## src/rtl/arc_pkg.sv

```systemverilog
package arc_pkg;
    typedef enum logic [1:0] {
        ST_IDLE = 2'd0,
        ST_AIR  = 2'd1,
        ST_WAIT = 2'd2
    } arc_state_e;

    localparam int FLAG_SENT  = 0;
    localparam int FLAG_MAXRT = 1;
    localparam int NUM_FLAGS  = 2;
endpackage

```

## src/rtl/arc_delay_timer.sv

```systemverilog
module arc_delay_timer #(
    parameter int TICK_CYCLES = 25000,
    parameter int CODE_W      = 4
) (
    input  logic              clk,
    input  logic              rst_n,
    input  logic              start,
    input  logic              abort,
    input  logic [CODE_W-1:0] code,
    output logic              expire
);
    localparam int PRESC_W = (TICK_CYCLES > 1) ? $clog2(TICK_CYCLES) : 1;
    localparam logic [PRESC_W-1:0] PRESC_LAST = PRESC_W'(TICK_CYCLES - 1);

    typedef struct packed {
        logic              run;
        logic [PRESC_W-1:0] presc;
        logic [CODE_W-1:0]  ticks;
    } tmr_t;

    tmr_t r_d, r_q;
    logic tick_end;

    assign tick_end = (r_q.presc == PRESC_LAST);
    assign expire   = r_q.run && tick_end && (r_q.ticks == code);

    always_comb begin
        r_d = r_q;
        if (start) begin
            r_d.run   = 1'b1;
            r_d.presc = '0;
            r_d.ticks = '0;
        end else if (abort) begin
            r_d.run = 1'b0;
        end else if (r_q.run) begin
            if (tick_end) begin
                r_d.presc = '0;
                if (r_q.ticks == code) begin
                    r_d.run = 1'b0;
                end else begin
                    r_d.ticks = r_q.ticks + 1'b1;
                end
            end else begin
                r_d.presc = r_q.presc + 1'b1;
            end
        end
    end

    always_ff @(posedge clk) begin
        if (!rst_n) begin
            r_q <= '0;
        end else begin
            r_q <= r_d;
        end
    end

    // the tick count never passes the programmed code
    p_ticks_bounded_r2: assert property (@(posedge clk) disable iff (!rst_n)
        r_q.run |-> (r_q.ticks <= code));

    // a window expires once and then the timer is idle
    p_expire_stops_r2: assert property (@(posedge clk) disable iff (!rst_n)
        (expire && !start) |=> !r_q.run);
endmodule

```

## src/rtl/arc_sat_counter.sv

```systemverilog
module arc_sat_counter #(
    parameter int W = 4
) (
    input  logic         clk,
    input  logic         rst_n,
    input  logic         clr,
    input  logic         inc,
    output logic [W-1:0] cnt,
    output logic         full
);
    logic [W-1:0] cnt_d, cnt_q;

    assign full = &cnt_q;
    assign cnt  = cnt_q;

    always_comb begin
        cnt_d = cnt_q;
        if (clr) begin
            cnt_d = '0;
        end else if (inc && !full) begin
            cnt_d = cnt_q + 1'b1;
        end
    end

    always_ff @(posedge clk) begin
        if (!rst_n) begin
            cnt_q <= '0;
        end else begin
            cnt_q <= cnt_d;
        end
    end

    // a full counter holds until cleared, it never wraps
    p_sat_hold_r8: assert property (@(posedge clk) disable iff (!rst_n)
        (full && !clr) |=> full);

    // a clear always reaches zero
    p_clear_zero_r8: assert property (@(posedge clk) disable iff (!rst_n)
        clr |=> (cnt_q == '0));
endmodule

```

## src/rtl/arc_status_flags.sv

```systemverilog
module arc_status_flags #(
    parameter int N = 2
) (
    input  logic         clk,
    input  logic         rst_n,
    input  logic [N-1:0] set,
    input  logic [N-1:0] clr,
    input  logic [N-1:0] mask,
    output logic [N-1:0] flags,
    output logic         irq_n
);
    logic [N-1:0] flags_d, flags_q;

    assign flags = flags_q;
    assign irq_n = ~|(flags_q & ~mask);

    always_comb begin
        flags_d = (flags_q & ~clr) | set;
    end

    always_ff @(posedge clk) begin
        if (!rst_n) begin
            flags_q <= '0;
        end else begin
            flags_q <= flags_d;
        end
    end

    for (genvar i = 0; i < N; i++) begin : g_chk
        // write-one clears a flag when no set competes
        p_w1c_r9: assert property (@(posedge clk) disable iff (!rst_n)
            (clr[i] && !set[i]) |=> !flags_q[i]);
        // a set event is never lost, even against a clear
        p_set_wins_r9: assert property (@(posedge clk) disable iff (!rst_n)
            set[i] |=> flags_q[i]);
    end
endmodule

```

## src/rtl/retry_engine.sv

```systemverilog
module retry_engine
    import arc_pkg::*;
#(
    parameter int TICK_CYCLES = 25000,
    parameter int CODE_W      = 4,
    parameter int LOST_W      = 4
) (
    input  logic                clk,
    input  logic                rst_n,
    input  logic [2*CODE_W-1:0] retry_cfg,
    input  logic                auto_ack_en,
    input  logic                tx_req,
    input  logic                tx_done,
    input  logic                ack_rx,
    input  logic                chan_wr,
    input  logic [1:0]          clr_flags,
    input  logic [1:0]          irq_mask,
    output logic                tx_fire,
    output logic                busy,
    output logic                sts_sent,
    output logic                sts_maxrt,
    output logic [CODE_W-1:0]   retry_cnt,
    output logic [LOST_W-1:0]   lost_cnt,
    output logic                irq_n
);
    localparam int CFG_W = 2 * CODE_W;

    typedef struct packed {
        arc_state_e        state;
        logic              fire;
        logic [CODE_W-1:0] limit;
        logic [CODE_W-1:0] code;
    } eng_t;

    eng_t st_d, st_q;

    logic                 launch;
    logic                 tmr_start, tmr_abort, tmr_expire;
    logic                 lost_inc, lost_full;
    logic                 rtr_clr, rtr_inc, rtr_full;
    logic [NUM_FLAGS-1:0] set_vec, flags;

    assign launch = (st_q.state == ST_IDLE) && tx_req && !flags[FLAG_MAXRT] && !lost_full;

    always_comb begin
        st_d      = st_q;
        st_d.fire = 1'b0;
        tmr_start = 1'b0;
        tmr_abort = 1'b0;
        set_vec   = '0;
        lost_inc  = 1'b0;
        rtr_clr   = 1'b0;
        rtr_inc   = 1'b0;
        case (st_q.state)
            ST_IDLE: begin
                if (launch) begin
                    st_d.fire  = 1'b1;
                    st_d.limit = retry_cfg[CODE_W-1:0];
                    st_d.code  = retry_cfg[CFG_W-1:CODE_W];
                    st_d.state = ST_AIR;
                    rtr_clr    = 1'b1;
                end
            end
            ST_AIR: begin
                if (tx_done) begin
                    if (auto_ack_en) begin
                        tmr_start  = 1'b1;
                        st_d.state = ST_WAIT;
                    end else begin
                        set_vec[FLAG_SENT] = 1'b1;
                        st_d.state         = ST_IDLE;
                    end
                end
            end
            ST_WAIT: begin
                if (ack_rx) begin
                    tmr_abort          = 1'b1;
                    set_vec[FLAG_SENT] = 1'b1;
                    st_d.state         = ST_IDLE;
                end else if (tmr_expire) begin
                    if (retry_cnt == st_q.limit) begin
                        set_vec[FLAG_MAXRT] = 1'b1;
                        lost_inc            = 1'b1;
                        st_d.state          = ST_IDLE;
                    end else begin
                        st_d.fire  = 1'b1;
                        rtr_inc    = 1'b1;
                        st_d.state = ST_AIR;
                    end
                end
            end
            default: st_d.state = ST_IDLE;
        endcase
    end

    always_ff @(posedge clk) begin
        if (!rst_n) begin
            st_q <= '{state: ST_IDLE, fire: 1'b0, limit: '0, code: '0};
        end else begin
            st_q <= st_d;
        end
    end

    arc_delay_timer #(.TICK_CYCLES(TICK_CYCLES), .CODE_W(CODE_W)) u_timer (
        .clk    (clk),
        .rst_n  (rst_n),
        .start  (tmr_start),
        .abort  (tmr_abort),
        .code   (st_q.code),
        .expire (tmr_expire)
    );

    arc_sat_counter #(.W(CODE_W)) u_retry_ctr (
        .clk   (clk),
        .rst_n (rst_n),
        .clr   (rtr_clr),
        .inc   (rtr_inc),
        .cnt   (retry_cnt),
        .full  (rtr_full)
    );

    arc_sat_counter #(.W(LOST_W)) u_lost_ctr (
        .clk   (clk),
        .rst_n (rst_n),
        .clr   (chan_wr),
        .inc   (lost_inc),
        .cnt   (lost_cnt),
        .full  (lost_full)
    );

    arc_status_flags #(.N(NUM_FLAGS)) u_flags (
        .clk   (clk),
        .rst_n (rst_n),
        .set   (set_vec),
        .clr   (clr_flags),
        .mask  (irq_mask),
        .flags (flags),
        .irq_n (irq_n)
    );

    assign tx_fire   = st_q.fire;
    assign busy      = (st_q.state != ST_IDLE);
    assign sts_sent  = flags[FLAG_SENT];
    assign sts_maxrt = flags[FLAG_MAXRT];

    // each launch is a single-cycle pulse
    p_fire_pulse_r2: assert property (@(posedge clk) disable iff (!rst_n)
        tx_fire |=> !tx_fire);

    // retransmissions never exceed the captured limit
    p_retry_bound_r3: assert property (@(posedge clk) disable iff (!rst_n)
        busy |-> (retry_cnt <= st_q.limit));

    // the retry counter is never driven into saturation
    p_retry_no_sat_r3: assert property (@(posedge clk) disable iff (!rst_n)
        rtr_full |-> (st_q.limit == '1));

    // an acknowledgement in the window ends the packet at once
    p_ack_ends_r5: assert property (@(posedge clk) disable iff (!rst_n)
        (st_q.state == ST_WAIT && ack_rx) |=> (!busy && sts_sent && !tx_fire));

    // a pending failure flag blocks every launch
    p_maxrt_blocks_r7: assert property (@(posedge clk) disable iff (!rst_n)
        (!busy && sts_maxrt) |=> !tx_fire);

    // a full lost counter blocks every launch
    p_lost_blocks_r8: assert property (@(posedge clk) disable iff (!rst_n)
        (!busy && lost_full) |=> !tx_fire);

    // ack outside the window leaves the delivered flag alone
    p_ack_ignored_r12: assert property (@(posedge clk) disable iff (!rst_n)
        (st_q.state != ST_WAIT && !tx_done && ack_rx && !sts_sent) |=> !sts_sent);
endmodule

```

## config.mk

```make
export PLATFORM = sky130hd
export DESIGN_NAME = retry_engine
export DESIGN_NICKNAME = d
export VERILOG_FILES = /design/src/rtl/arc_pkg.sv /design/src/rtl/arc_delay_timer.sv /design/src/rtl/arc_sat_counter.sv /design/src/rtl/arc_status_flags.sv /design/src/rtl/retry_engine.sv
export SDC_FILE = /design/constraint.sdc
export NUM_CORES = 1
export LEC_CHECK = 0
export BUFFER_PORTS_ARGS = -buffer_cell sky130_fd_sc_hd__buf_2
export CAP_MARGIN = 20
export CORE_MARGIN = 1.5
export CORE_UTILIZATION = 40
export DETAILED_ROUTE_END_ITERATION = 6
export GPL_TIMING_DRIVEN = 1
export PLACE_DENSITY = 0.57
export SYNTH_ARGS = -nofsm -noshare
export SYNTH_HDL_FRONTEND = slang
export SYNTH_SLANG_ARGS = --single-unit
```

## constraint.sdc

```tcl
create_clock -name clk -period 4.95 [get_ports clk]
set_input_delay 0.495 -clock clk [delete_from_list [all_inputs] [get_ports clk]]
set_output_delay 0.495 -clock clk [all_outputs]
set_load 0.005 [all_outputs]
```

==> out/results.ini <==
[critical_path]
worst-path-buf-inv = 2
path_delay_family = simple AND/OR/NAND/NOR gates
critPathArrivalTime_ns = 2.10
path_common_cell = and4_1
slowest_delay_ns = 0.39
path_cells = inv_1 -> ha_1 -> a21boi_0 -> buf_4 -> and4_1 -> and4_1 -> xnor2_1 -> nor2_1
critical_path.startpoint_type = flip-flop
required_ns = 5.11
cp-end-kind = flip-flop
crit_type = flip-flop to flip-flop
slowest_stage = dfxtp_1
worstPathMaxFanout = 12

[die]
coreArea_um2 = 5075
top_level_ports = 32
die_area_um2 = 5669
die_x_um = 75.30
initial_core_util_pct = 41.20
die_h_um = 75.30
num_rows = 26

[sta]
fin_worst_skew_ns = 0.007016
setup_tns_ns = 0
maxSlewHeadroom_pct = 67.28
fin_ws_ns = 3.007
hold_viol = 0
drv_slew = 0
final.period_utilization_pct = 39.25
finalCriticalPeriod_ns = 1.943
fmax_ghz = 0.5147
worstMarginPinSlew_ns = 0.4883
rsz0062_at_grt = no
setup_violations = 0

[final_layout]
fin_util_pct = 47.71
multi_input_comb_area_um2 = 1219
ff_latch_area_um2 = 820.8
drive_gt1_share_pct = 19.55
diodes = 0
mostFrequentLayoutCells = dfxtp_1 (41), nand2_1 (32), buf_2 (31)
fill_cells = 536
area_growth_pct = 15.80
final_common_cell = dfxtp_1
final_nets = 292

[clock_network]
cts_sinks = 41
cts_tree = built
cts_resized = 0
htree_levels = 2
clk_pin_slew_worst_paths_ns = 0.08
root_buffer = clkbuf_8
cts_buffers = 5
cts_hold_buffers = 0
postCtsSetupBuffers = 0
worstSkewPairLatency_ns = 0.29
cts_buffer_depth = 2

[status]
status = completed

[yosys]
avgSynthCellArea_um2 = 9.051
ys_types = 43
synth.ff_latch_count = 41
synth_area_leaders = dfxtp_1 (39%), xnor2_1 (5.9%), nand2_1 (5.7%), ha_1 (4.8%), xor2_1 (4.6%)
yosysTopAreaCell = dfxtp_1
ys_warn_count = 0
synth_top_area_share_pct = 39.26
netlist_area_um2 = 2091
synth_cells = 231
seq_area_frac_synth_pct = 39.26
synth_nets = 258

[power_and_ir_drop]
p_per_area_nw_per_um2 = 272.4
p_leak_nw = 0.9511
p_seq_share_pct = 52.3
power_frac_comb_pct = 11.5
p_clk_share_pct = 36.2
switching_share_pct = 25.16
internal-power_w = 0.0004935
p_switching_w = 0.0001659
ir_drop_mv = 0.1387

[route]
dr.pass1.iters = 4
num_vias = 1676
drc = 0
viasPerCell = 4.988
postRouteAntennaNets = 0
wl_per_cell_um = 11.99
wl_um = 4027
drt_iter0_drc = 46

[global_routing]
track_usage_pct = 15.51
globalRouteMet3Util_pct = 2.778
antenna_found_initial = 0
grt.busiest_layer = met2
gr-total-overflow = 0
grt_use_met2_pct = 23.88
grt_pass1_vias = 1517
grt_max_degree = 19
grt_pass1_wl_um = 6768
use_met1_pct = 21.83

[job]
cap_viol_max_count = 0

[place]
hpwl_um = 3063
io_buffers = 31
gp_congestion = 0.7426
post-place-ws_ns = 3.005

[worst_hold_path]
hold_class = input pin to flip-flop

-- logic make-up after synthesis --
family,Yosys count,share of synthesized area [%]
flops,41,39.26
fa+ha+maj,8,4.788
mux,4,1.915
buf+inv,13,2.454
compound gates,35,11.19
simple gates,105,29.92
xor+xnor,25,10.47
-- flip-flops by register name (all words and copies together), names as in the netlist --
| register | cells |
|---|---|
| u_retry_ctr.cnt | 4 |
| tx_fire | 1 |
| st_q | 10 |
| u_lost_ctr.cnt | 4 |
| u_flags.flags | 2 |
| u_timer.r_q | 20 |
-- cells in the mapped netlist (all sizes together) --
master  number
a21boi      10
a21o         1
a21oi       10
a221oi       1
a22oi        1
a311oi       1
a41o         1
and3         6
and3b        1
and4         8
and4b        1
and4bb       1
buf          3
clkbuf       2
dfxtp       41
ha           8
inv          8
mux2i        4
nand2       32
nand3        9
nand3b       1
nand4        8
nand4b       1
nor2        22
nor2b        4
nor3         3
nor4         2
nor4b        2
o21a         1
o21ai        7
o21ba        1
o31ai        1
or2b         1
or3          3
xnor2       14
xor2        11
-- stage by stage --
| stage | power, W | hold WS, ns | cells | instance area, µm² |
|---|---|---|---|---|
| 4_1_cts | 0.0006679 | 0.4484 | 336 | 2421 |
| 3_3_place_gp | 0.0004285 | 0.4663 | 328 | 2320 |
| 2_1_floorplan | 0.0004052 | 0.4488 | 231 | 2091 |
| 3_5_place_dp | 0.0004296 | 0.4718 | 328 | 2320 |
| 6_report | 0.0006594 | 0.4441 | 336 | 2421 |
| 5_1_grt | 0.0006877 | 0.4572 | 336 | 2421 |
-- power groups by stage --
stage | registers, W | clock network [W] | logic (W)
finish | 0.000345 | 0.000239 | 0.0000759
global route | 0.000346 | 0.000256 | 0.0000852
CTS | 0.000345 | 0.000246 | 0.0000771
detailed placement | 0.000353 | 0 | 0.0000769
global placement | 0.000352 | 0 | 0.0000762
floorplan | 0.000351 | 0 | 0.0000538
-- worst min-delay path, delay by kind of cell --
family	cells	cell delay [ns]
buffers and inverters	1	0.09
AND/OR/NAND/NOR	1	0.04
AO/OA/AOI/OAI	1	0.06
-- path summary, 6_finish.rpt --
kind / to / cells past startpoint / start / slack, ns
setup / recovery: u_timer.r_q[14] / 8 / st_q[9] / 3.01
hold / removal: st_q[4] / 3 / retry_cfg[0] / 0.44
setup reg to reg: u_timer.r_q[14] / 8 / st_q[9] / 3.01
hold reg to reg: st_q[7] / 2 / st_q[7] / 0.48
-- area by class of cell --
cell class / count / area share [%]
well taps: 70 / 3.618
repair buffers: 32 / 6.718
inverters: 8 / 1.240
multi-input cells: 177 / 50.34
clock inverters: 1 / 0.2067
flip-flops and latches: 41 / 33.90
clock buffers: 7 / 3.979
-- metal layers --
| metal | routed length [µm] | up-vias |
|---|---|---|
| met5 | 0 | - |
| met4 | 51 | 0 |
| met3 | 120 | 7 |
| met2 | 1772 | 24 |
| met1 | 2083 | 766 |
| li1 | - | 879 |
Note: power is estimated with default switching activity, not from simulation.
